`src/rtl/cit_pkg.sv`:
```
package cit_pkg;

  typedef enum logic [1:0] {
    ACC_NONE = 2'b00,
    ACC_LO   = 2'b01,
    ACC_HI   = 2'b10,
    ACC_LOHI = 2'b11
  } acc_e;

  typedef struct packed {
    logic [1:0] sel;
    acc_e       acc;
    logic [2:0] mode;
    logic       fmt;
  } cmd_t;

  localparam logic [2:0] MODE_STROBE = 3'd5;

  function automatic logic strobe_mode(input logic [2:0] m);
    return m == MODE_STROBE;
  endfunction

  function automatic logic [7:0] pack_status(input logic o, input logic n,
                                             input acc_e a, input logic [2:0] m);
    return {o, n, a, m, 1'b0};
  endfunction

endpackage

```
`src/rtl/cit_tick_gen.sv`:
```
module cit_tick_gen #(
  parameter int DIV = 10
) (
  input  logic clk,
  input  logic rst_n,
  output logic tick
);
  generate
    if (DIV <= 1) begin : g_every
      assign tick = 1'b1;
    end else begin : g_div
      localparam int W = $clog2(DIV);
      logic [W-1:0] cnt;
      always_ff @(posedge clk) begin
        if (!rst_n) cnt <= '0;
        else if (cnt == W'(DIV - 1)) cnt <= '0;
        else cnt <= cnt + 1'b1;
      end
      assign tick = (cnt == W'(DIV - 1));
    end
  endgenerate
endmodule

```
`src/rtl/cit_edge_sync.sv`:
```
module cit_edge_sync #(
  parameter int WIDTH  = 3,
  parameter int STAGES = 2
) (
  input  logic             clk,
  input  logic             rst_n,
  input  logic [WIDTH-1:0] din,
  output logic [WIDTH-1:0] rise
);
  logic [WIDTH-1:0] chain [STAGES];
  logic [WIDTH-1:0] prev;

  always_ff @(posedge clk) begin
    if (!rst_n) begin
      for (int s = 0; s < STAGES; s++) chain[s] <= '0;
      prev <= '0;
    end else begin
      chain[0] <= din;
      for (int s = 1; s < STAGES; s++) chain[s] <= chain[s-1];
      prev <= chain[STAGES-1];
    end
  end

  assign rise = chain[STAGES-1] & ~prev;
endmodule

```
`src/rtl/cit_counter.sv`:
```
module cit_counter
  import cit_pkg::*;
#(
  parameter int BYTE_W = 8
) (
  input  logic              clk,
  input  logic              rst_n,
  input  logic              ce,
  input  logic              gate_rise,
  input  logic              cmd_wr,
  input  cmd_t              cmd,
  input  logic              data_wr,
  input  logic [BYTE_W-1:0] data,
  output logic              out,
  output logic              null_cnt,
  output acc_e              acc,
  output logic [2:0]        mode
);
  localparam int CNT_W = 2 * BYTE_W;

  function automatic logic [CNT_W-1:0] step_down(input logic [CNT_W-1:0] v);
    return v - 1'b1;
  endfunction

  function automatic logic last_step(input logic [CNT_W-1:0] v);
    return v == CNT_W'(1);
  endfunction

  logic [CNT_W-1:0]  cnt, hold;
  logic [BYTE_W-1:0] lo_byte;
  logic              ptr, pending, armed, running, trig;

  logic is_strobe, load_done, quiet, transfer, step, term_hit;

  assign is_strobe = strobe_mode(mode);
  assign load_done = data_wr && (acc != ACC_NONE) && (acc != ACC_LOHI || ptr);
  assign quiet     = ce && !data_wr && !cmd_wr;
  assign transfer  = quiet && (is_strobe ? (trig && armed) : pending);
  assign step      = quiet && running && !transfer;
  assign term_hit  = step && last_step(cnt);

  always_ff @(posedge clk) begin
    if (!rst_n) begin
      trig <= 1'b0;
    end else if (cmd_wr) begin
      trig <= 1'b0;
    end else if (gate_rise && is_strobe) begin
      trig <= 1'b1;
    end else if (transfer) begin
      trig <= 1'b0;
    end
  end

  always_ff @(posedge clk) begin
    if (!rst_n) begin
      cnt <= '0; hold <= '0; lo_byte <= '0; ptr <= 1'b0;
      pending <= 1'b0; armed <= 1'b0; running <= 1'b0;
      out <= 1'b0; null_cnt <= 1'b0; acc <= ACC_NONE; mode <= '0;
    end else if (cmd_wr) begin
      acc      <= cmd.acc;
      mode     <= cmd.mode;
      out      <= strobe_mode(cmd.mode);
      null_cnt <= 1'b1;
      pending  <= 1'b0;
      armed    <= 1'b0;
      running  <= 1'b0;
      ptr      <= 1'b0;
    end else if (data_wr) begin
      unique case (acc)
        ACC_LO: hold <= {{BYTE_W{1'b0}}, data};
        ACC_HI: hold <= {data, {BYTE_W{1'b0}}};
        ACC_LOHI: begin
          if (!ptr) lo_byte <= data;
          else      hold    <= {data, lo_byte};
          ptr <= ~ptr;
        end
        default: ;
      endcase
      if (load_done) begin
        pending  <= 1'b1;
        armed    <= 1'b1;
        null_cnt <= 1'b1;
        if (!is_strobe) begin
          out     <= 1'b0;
          running <= 1'b0;
        end
      end
    end else if (transfer) begin
      cnt      <= hold;
      pending  <= 1'b0;
      null_cnt <= 1'b0;
      running  <= 1'b1;
      if (is_strobe) out <= 1'b1;
    end else if (step) begin
      cnt <= step_down(cnt);
      if (term_hit) begin
        running <= 1'b0;
        out     <= !is_strobe;
      end
    end else if (quiet && is_strobe && !out) begin
      out <= 1'b1;
    end
  end

  a_r5_cmd_mode0_low: assert property (@(posedge clk) disable iff (!rst_n)
    cmd_wr && !strobe_mode(cmd.mode) |=> !out && null_cnt);
  a_r5_mode0_holds_high: assert property (@(posedge clk) disable iff (!rst_n)
    !is_strobe && out && !cmd_wr && !load_done |=> out);
  a_r6_strobe_one_step: assert property (@(posedge clk) disable iff (!rst_n)
    is_strobe && !out && quiet |=> out);
  a_r8_load_sets_null: assert property (@(posedge clk) disable iff (!rst_n)
    load_done && !cmd_wr |=> null_cnt);
  a_r8_transfer_clears_null: assert property (@(posedge clk) disable iff (!rst_n)
    transfer |=> !null_cnt);
endmodule

```
`src/rtl/cascade_interval_timer.sv`:
```
module cascade_interval_timer
  import cit_pkg::*;
#(
  parameter int TICK_DIV    = 10,
  parameter int SYNC_STAGES = 2,
  parameter int BYTE_W      = 8
) (
  input  logic              clk,
  input  logic              rst_n,
  input  logic              wr_en,
  input  logic [1:0]        wr_addr,
  input  logic [BYTE_W-1:0] wr_data,
  input  logic [1:0]        rd_sel,
  output logic [7:0]        rd_status,
  input  logic [2:0]        ext_clk,
  input  logic [2:0]        clk_sel,
  input  logic [2:0]        gate,
  input  logic              cascade_en,
  output logic [2:0]        cnt_out,
  output logic [1:0]        irq
);
  localparam int         N_CNT    = 3;
  localparam logic [1:0] CMD_ADDR = 2'd3;

  logic             tick;
  logic [N_CNT-1:0] ext_rise, gate_rise, ce, out_q, out_rise;
  logic [N_CNT-1:0] null_v;
  acc_e             acc_v  [N_CNT];
  logic [2:0]       mode_v [N_CNT];
  cmd_t             cmd;
  logic             cmd_ok;

  cit_tick_gen #(.DIV(TICK_DIV)) u_tick (.clk(clk), .rst_n(rst_n), .tick(tick));

  cit_edge_sync #(.WIDTH(N_CNT), .STAGES(SYNC_STAGES)) u_ext_sync (
    .clk(clk), .rst_n(rst_n), .din(ext_clk), .rise(ext_rise));

  cit_edge_sync #(.WIDTH(N_CNT), .STAGES(SYNC_STAGES)) u_gate_sync (
    .clk(clk), .rst_n(rst_n), .din(gate), .rise(gate_rise));

  assign cmd    = cmd_t'(wr_data[7:0]);
  assign cmd_ok = wr_en && (wr_addr == CMD_ADDR) && (cmd.sel != 2'd3) && (cmd.acc != ACC_NONE);

  always_ff @(posedge clk) begin
    if (!rst_n) out_q <= '0;
    else        out_q <= cnt_out;
  end
  assign out_rise = cnt_out & ~out_q;
  assign irq      = out_rise[2:1];

  generate
    for (genvar i = 0; i < N_CNT; i++) begin : g_cnt
      logic own_src;
      assign own_src = clk_sel[i] ? ext_rise[i] : tick;
      if (i == 1) begin : g_chain
        assign ce[i] = cascade_en ? out_rise[0] : own_src;
      end else begin : g_solo
        assign ce[i] = own_src;
      end

      cit_counter #(.BYTE_W(BYTE_W)) u_counter (
        .clk      (clk),
        .rst_n    (rst_n),
        .ce       (ce[i]),
        .gate_rise(gate_rise[i]),
        .cmd_wr   (cmd_ok && (cmd.sel == 2'(i))),
        .cmd      (cmd),
        .data_wr  (wr_en && (wr_addr == 2'(i))),
        .data     (wr_data),
        .out      (cnt_out[i]),
        .null_cnt (null_v[i]),
        .acc      (acc_v[i]),
        .mode     (mode_v[i])
      );
    end
  endgenerate

  always_comb begin
    rd_status = '0;
    for (int k = 0; k < N_CNT; k++)
      if (rd_sel == 2'(k)) rd_status = pack_status(cnt_out[k], null_v[k], acc_v[k], mode_v[k]);
  end

  a_r9_irq_single_cycle: assert property (@(posedge clk) disable iff (!rst_n)
    irq[0] |=> !irq[0]);
  a_r9_irq2_single_cycle: assert property (@(posedge clk) disable iff (!rst_n)
    irq[1] |=> !irq[1]);
endmodule

```
`config.mk`:
```
export PLATFORM = sky130hd
export DESIGN_NAME = cascade_interval_timer
export DESIGN_NICKNAME = d
export VERILOG_FILES = /design/src/rtl/cit_pkg.sv /design/src/rtl/cit_tick_gen.sv /design/src/rtl/cit_edge_sync.sv /design/src/rtl/cit_counter.sv /design/src/rtl/cascade_interval_timer.sv
export SDC_FILE = /design/constraint.sdc
export NUM_CORES = 1
export LEC_CHECK = 0
export CORE_MARGIN = 5
export CORE_UTILIZATION = 58
export DETAILED_ROUTE_END_ITERATION = 7
export DONT_BUFFER_PORTS = 1
export PLACE_DENSITY = 0.76
export RECOVER_POWER = 50
export SLEW_MARGIN = 20
export SYNTH_ARGS = -nofsm -noshare
export SYNTH_HDL_FRONTEND = slang
export SYNTH_HIERARCHICAL = 1
export SYNTH_SLANG_ARGS = --single-unit
export TNS_END_PERCENT = 100
```
`constraint.sdc`:
```
create_clock -name clk -period 1.98 [get_ports clk]
set_input_delay 0.396 -clock clk [delete_from_list [all_inputs] [get_ports clk]]
set_output_delay 0.396 -clock clk [all_outputs]
set_load 0.05 [all_outputs]
```
==> reports/qor.csv, run 1 <==
metric;value;unit
Crit Path Category;reg -> out;
final hold violation count;0;
peak supply drop;0.658;mV
n_diodes;0;
H-tree levels;4;
Ys Warns;6;
first-pass GRT wire length;37700;um
critical path data required time;1.58;ns
CP max FO;5;
vias in the first global route;7481;
crit path launch type;register;
setup TNS;0;ns
Synth area leader;dfxtp_1;
Post-route DRC;0;
Gate Count Post-Synth;1016;
placed inst area;9740;um^2
sequential area share after synthesis;40.9;%
First DRT Iteration DRCs;723;
core outline area;15100;um^2
DR vias;7953;
Max Freq;0.517;GHz
nets@finish;1119;
final worst setup slack;0.0471;ns
DRT Wirelength;23500;um
fin crit period;1.93;ns
number of synthesized register bits;181;
largest net degree at the start of global routing;76;
Chip Height;134;um
Fill cells;1195;
worst r2r src;g_cnt[1].u_counter/cnt[8];
Post-Route Utilization;68.7;%
Max Slew Vio Count;0;
Unique masters post-synth;81;
CTS tree;done;
post-route cell area;10400;um^2
clk buf depth;2;
layout cells sized above 1;18.8;%
Setup crit start;g_cnt[0].u_counter/out;
number of enable flip-flop cells after synthesis;0;
Setup crit end kind;output pin;
Primary FF master, synth;dfxtp_1;
row count;45;
Net Count, Synth;1049;
clk sinks;181;
io pins;38;
DRT Pass-1 Iters;5;
synth top area cells;dfxtp_1 (41%), mux2i_1 (6.5%), nor2_1 (5.4%);
Final ANT Viol Nets;0;
WP data arrival;1.54;ns
WL/cell;18.3;um
Placement Setup Slack;-0.276;ns
status;complete, no violations;
mapped cell area;8860;um^2
root buffer cell;clkbuf_16;
Least-Margin Pin Slew;1.12;ns
Cell Pwr Density;701;nW/um^2
Slew HR;24.8;%
Max-Cap Viols;0;
LEAKAGE;0.00387;uW
Port Buffers;0;
Starting Density;58.7;%
initial antenna violation count;0;
clk_skew;0.0112;ns
period utilization;97.6;%
final hold slack;0.0854;ns
RSZ-0062 raised after global routing;yes;
r2r worst-path depth;5;
Setup crit end;rd_status[7];
die area;17900;um^2
Placer Congestion;0.910;
Synth top area share;40.9;%
Clock Latency Late Sink;0.44;ns
setup violators final;0;
DIE WIDTH;134;um
Async SR Flop Fraction;0;%
clock buffer count from CTS;17;
hpwl dp;15800;um
clock transition at the registers of the reported paths;0.06;ns
Synth-to-Final Area Change;16.9;%
syn avg cell area;8.72;um^2
RR Endpoint;g_cnt[1].u_counter/cnt[15];
via-per-instance ratio;6.18;
GRT Resource Usage Total;26.0;%
Hold Buf Count CTS;0;
gr ovfl total;0;
Tightest Hold Check Type;in -> reg;
R2R Setup Slk;0.05;ns
## flip-flops by register name, indices dropped and copies added, names as in the netlist
signal and cells:
u_gate_sync/chain 6, g_cnt.u_counter/pending 3, g_cnt.u_counter/acc 6, g_cnt.u_counter/hold 48, g_cnt.u_counter/trig 3, g_cnt.u_counter/cnt 48, u_gate_sync/prev 3, g_cnt.u_counter/ptr 3
g_cnt.u_counter/lo_byte 24, u_ext_sync/prev 3, g_cnt.u_counter/null_cnt 3, g_cnt.u_counter/armed 3, g_cnt.u_counter/running 3, out_q 3, u_tick/g_div.cnt 4, u_ext_sync/chain 6
g_cnt.u_counter/out 3, g_cnt.u_counter/mode 9
## worst min-delay path by stage
stage / from / endpoint / slack, ns / depth (start not counted)
floorplan: u_ext_sync/chain[0][1] / u_ext_sync/chain[0][4] / 0.41 / 1
global placement: u_ext_sync/chain[0][1] / u_ext_sync/chain[0][4] / 0.41 / 1
detailed placement: u_ext_sync/chain[0][1] / u_ext_sync/chain[0][4] / 0.42 / 1
CTS: ext_clk[2] / u_ext_sync/chain[0][2] / 0.07 / 1
global route: rst_n / g_cnt[1].u_counter/cnt[5] / 0.08 / 1
finish: ext_clk[2] / u_ext_sync/chain[0][2] / 0.09 / 1
## per-layer routing
| metal | wire length, um | global-route usage, % | vias up |
|---|---|---|---|
| met1 | 10400 | 35.1 | 3796 |
| met5 | 0 | 0 | - |
| li1 | - | - | 3827 |
| met2 | 11000 | 41.3 | 277 |
| met4 | 527 | 10.0 | 0 |
| met3 | 1600 | 4.95 | 53 |
## where the power goes
group	switching (uW)	total [uW]	internal (uW)
Sequential	19.6	3690	3670
Combinational	184	310	126
Clock	1480	3260	1780
Total	1680	7260	5580
## worst max-delay path, cell delays in order, from the launching register on
cell and delay (ns):
dfxtp_2 0.35, buf_8 0.17, mux2i_1 0.13, o2bb2ai_2 0.28
buf_12 0.18
## synth_stat cells (13+ instances only)
cell / count
a21oi_1: 49
a22oi_1: 27
a311oi_1: 25
a31oi_1: 13
and2_1: 32
clkbuf_1: 42
dfxtp_1: 181
inv_1: 15
mux2i_1: 58
nand2_1: 62
nand2b_1: 15
nand3_1: 35
nor2_1: 127
nor2b_1: 29
nor3_1: 40
nor3b_1: 13
o211ai_1: 13
o21ai_0: 43
## placed cells by master, fill, tap and decap left out, types with 5 or more instances in the layout
| cell | instances |
|---|---|
| o21ai_0 | 37 |
| nand3_1 | 34 |
| nor2_1 | 126 |
| o21ai_1 | 9 |
| nor3b_1 | 10 |
| o21a_1 | 8 |
| nor3_1 | 42 |
| nor2b_1 | 29 |
| clkbuf_16 | 17 |
| dfxtp_1 | 176 |
| nand2_1 | 57 |
| inv_1 | 14 |
| and2_0 | 9 |
| ha_1 | 7 |
| a211oi_1 | 6 |
| nand4_1 | 8 |
| a22oi_1 | 27 |
| buf_4 | 96 |
| mux2i_1 | 55 |
| clkbuf_1 | 11 |
| o211ai_1 | 13 |
| dfxtp_2 | 5 |
| a311oi_1 | 25 |
| nand2b_1 | 15 |
| a2bb2oi_1 | 6 |
| a31oi_1 | 13 |
| nor4_4 | 7 |
| a21oi_1 | 48 |
| clkbuf_2 | 5 |
| and2_1 | 21 |
| and3_1 | 11 |
| o22ai_1 | 9 |
## through the flow
stage	cells	power, uW
after floorplan	1016	3990
after global placement	1254	4060
after detailed placement	1254	4060
after CTS	1286	7280
after global routing	1286	7470
final	1286	7260
## what timing repair did
action,CTS,global route
pin swaps,2,8
resized for setup,18,36
setup buffers,1,1
setup endpoints to repair,42,39
## final cells by class
class                      count  area, um^2  area share (%)
multi-input combinational    751        4990            48.2
tap                          188         235            2.27
clock inverter                12         119            1.15
clock buffer                  19         443            4.27
inverter                      18        67.6           0.652
sequential                   181        3630            35.0
timing repair buffer         117         876            8.45
## cell families (layout without fill, tap and decap cells)
| group | Yosys count | in the layout | synth area share (%) |
|---|---|---|---|
| simple gates | 429 | 429 | 26.5 |
| compound gates | 246 | 246 | 19.1 |
| flops | 181 | 181 | 40.9 |
| buf+inv | 84 | 166 | 4.60 |
| mux | 64 | 64 | 7.48 |
| fa+ha+maj | 8 | 8 | 1.13 |
| xor+xnor | 3 | 3 | 0.296 |
| other cells | 1 | 1 | 0.0423 |
No activity file was read; power rests on OpenSTA's default activity.
==> inputs of run 2 (changes only) <==
- MAX_ROUTING_LAYER: unset -> met4
- clock period: 1.98 -> 1.6 ns (I/O delays scaled with it)
==> reports/qor.csv, run 2 (synthesis gave the netlist of run 1 again) <==
metric;value;unit
First DRT Iteration DRCs;1321;
WP data arrival;2.22;ns
Placement Setup Slack;-0.409;ns
fin crit period;1.93;ns
Final ANT Viol Nets;0;
DR vias;9276;
final hold violation count;0;
RSZ-0062 raised after global routing;yes;
WL/cell;23.1;um
initial antenna violation count;0;
r2r worst-path depth;6;
clk buf depth;2;
via-per-instance ratio;6.72;
largest net degree at the start of global routing;76;
Post-Route Utilization;82.8;%
final hold slack;0.0126;ns
Tot Pwr;9390;uW
DRT Pass-1 Iters;6;
CTS tree;done;
gr ovfl total;0;
final worst setup slack;-0.327;ns
Setup crit end kind;register;
row count;45;
clock transition at the registers of the reported paths;0.07;ns
Tightest Hold Check Type;in -> reg;
commonest non-fill, non-tap cell in the layout;dfxtp_1;
clk_skew;0.00805;ns
period utilization;120;%
Regs by FF count;g_cnt.u_counter/cnt (48), g_cnt.u_counter/hold (48), g_cnt.u_counter/lo_byte (24);
first-pass GRT wire length;43900;um
Max-Cap Viols;0;
Least-Margin Pin Slew;0.708;ns
core outline area;15100;um^2
vias in the first global route;8590;
Hold Crit Depth;1;
Synth-to-Final Area Change;40.9;%
Cell Pwr Density;752;nW/um^2
Clock Latency Late Sink;0.43;ns
status;complete, but fails checks;
CP max FO;6;
critical path data required time;1.90;ns
setup violators final;73;
Chip Height;134;um
GRT Resource Usage Total;31.3;%
clk sinks;181;
n_diodes;0;
Port Buffers;0;
io pins;38;
LEAKAGE;0.00465;uW
Slew HR;52.8;%
H-tree levels;4;
Max Freq;0.519;GHz
Placer Congestion;0.902;
Post-route DRC;0;
die area;17900;um^2
hpwl dp;17200;um
Crit Path Category;reg -> reg;
DRT Wirelength;31900;um
violated checks;negative setup slack;
nets@finish;1213;
Fill cells;749;
most frequent cells in the layout;dfxtp_1 (152), buf_4 (147), nor2_1 (123);
root buffer cell;clkbuf_16;
Max Slew Vio Count;0;
DIE WIDTH;134;um
peak supply drop;0.791;mV
crit path launch type;register;
clock buffer count from CTS;17;
layout cells sized above 1;39.1;%
Starting Density;58.7;%
## run 2: final timing paths
path                              startpoint                        end  slack [ns]
setup / recovery  g_cnt[2].u_counter/mode[1]  g_cnt[2].u_counter/cnt[3]       -0.33
setup reg to reg  g_cnt[2].u_counter/mode[1]  g_cnt[2].u_counter/cnt[3]       -0.33
hold / removal                    ext_clk[0]     u_ext_sync/chain[0][0]        0.01
hold reg to reg      u_gate_sync/chain[0][1]    u_gate_sync/chain[0][4]        0.43
## run 2: layer usage
layer / vias up / global-route usage (%) / part of all wire (%)
met5: - / - / 0
met2: 642 / 49.8 / 47
met4: 0 / 15.1 / 5.9
li1: 4032 / - / -
met3: 205 / 5.63 / 9.8
met1: 4397 / 38.6 / 37
## run 2: what timing repair did
| action | in CTS | in global routing |
|---|---|---|
| resized for setup | 112 | 104 |
| setup endpoints to repair | 71 | 84 |
| hold endpoints to repair | 1 | 0 |
| cloned | 2 | 6 |
| hold buffers | 1 | 0 |
| setup buffers | 14 | 17 |
| pin swaps | 43 | 35 |
## run 2: through the flow
step | cells | setup TNS [ns] | area, um^2
after floorplan | 1016 | -6.47 | 9510
after global placement | 1312 | -15.03 | 10700
after detailed placement | 1312 | -19.12 | 10700
after CTS | 1358 | -8.66 | 11800
after global routing | 1381 | -17.81 | 12500
final | 1381 | -13.17 | 12500
## run 2: final cells by class
type,count,area [um^2],area share (%)
sequential,181,3670,29.4
clock buffer,21,470,3.77
inverter,18,72.6,0.581
timing repair buffer,207,1940,15.6
tap,188,235,1.88
clock inverter,11,125,1.00
multi-input combinational,755,5970,47.8
## run 2: critical path, stage by stage (launching register included)
cell and delay (ns):
dfxtp_2 0.33, and3b_2 0.29, buf_4 0.18, mux2i_4 0.29, nor2_2 0.12, nor3_1 0.48
a2111oi_4 0.11
## run 2: report_power, final
group / switching (uW) / total [uW] / internal, uW
sequential: 29.4 / 4570 / 4540
clock: 1850 / 4280 / 2430
combinational: 302 / 540 / 238
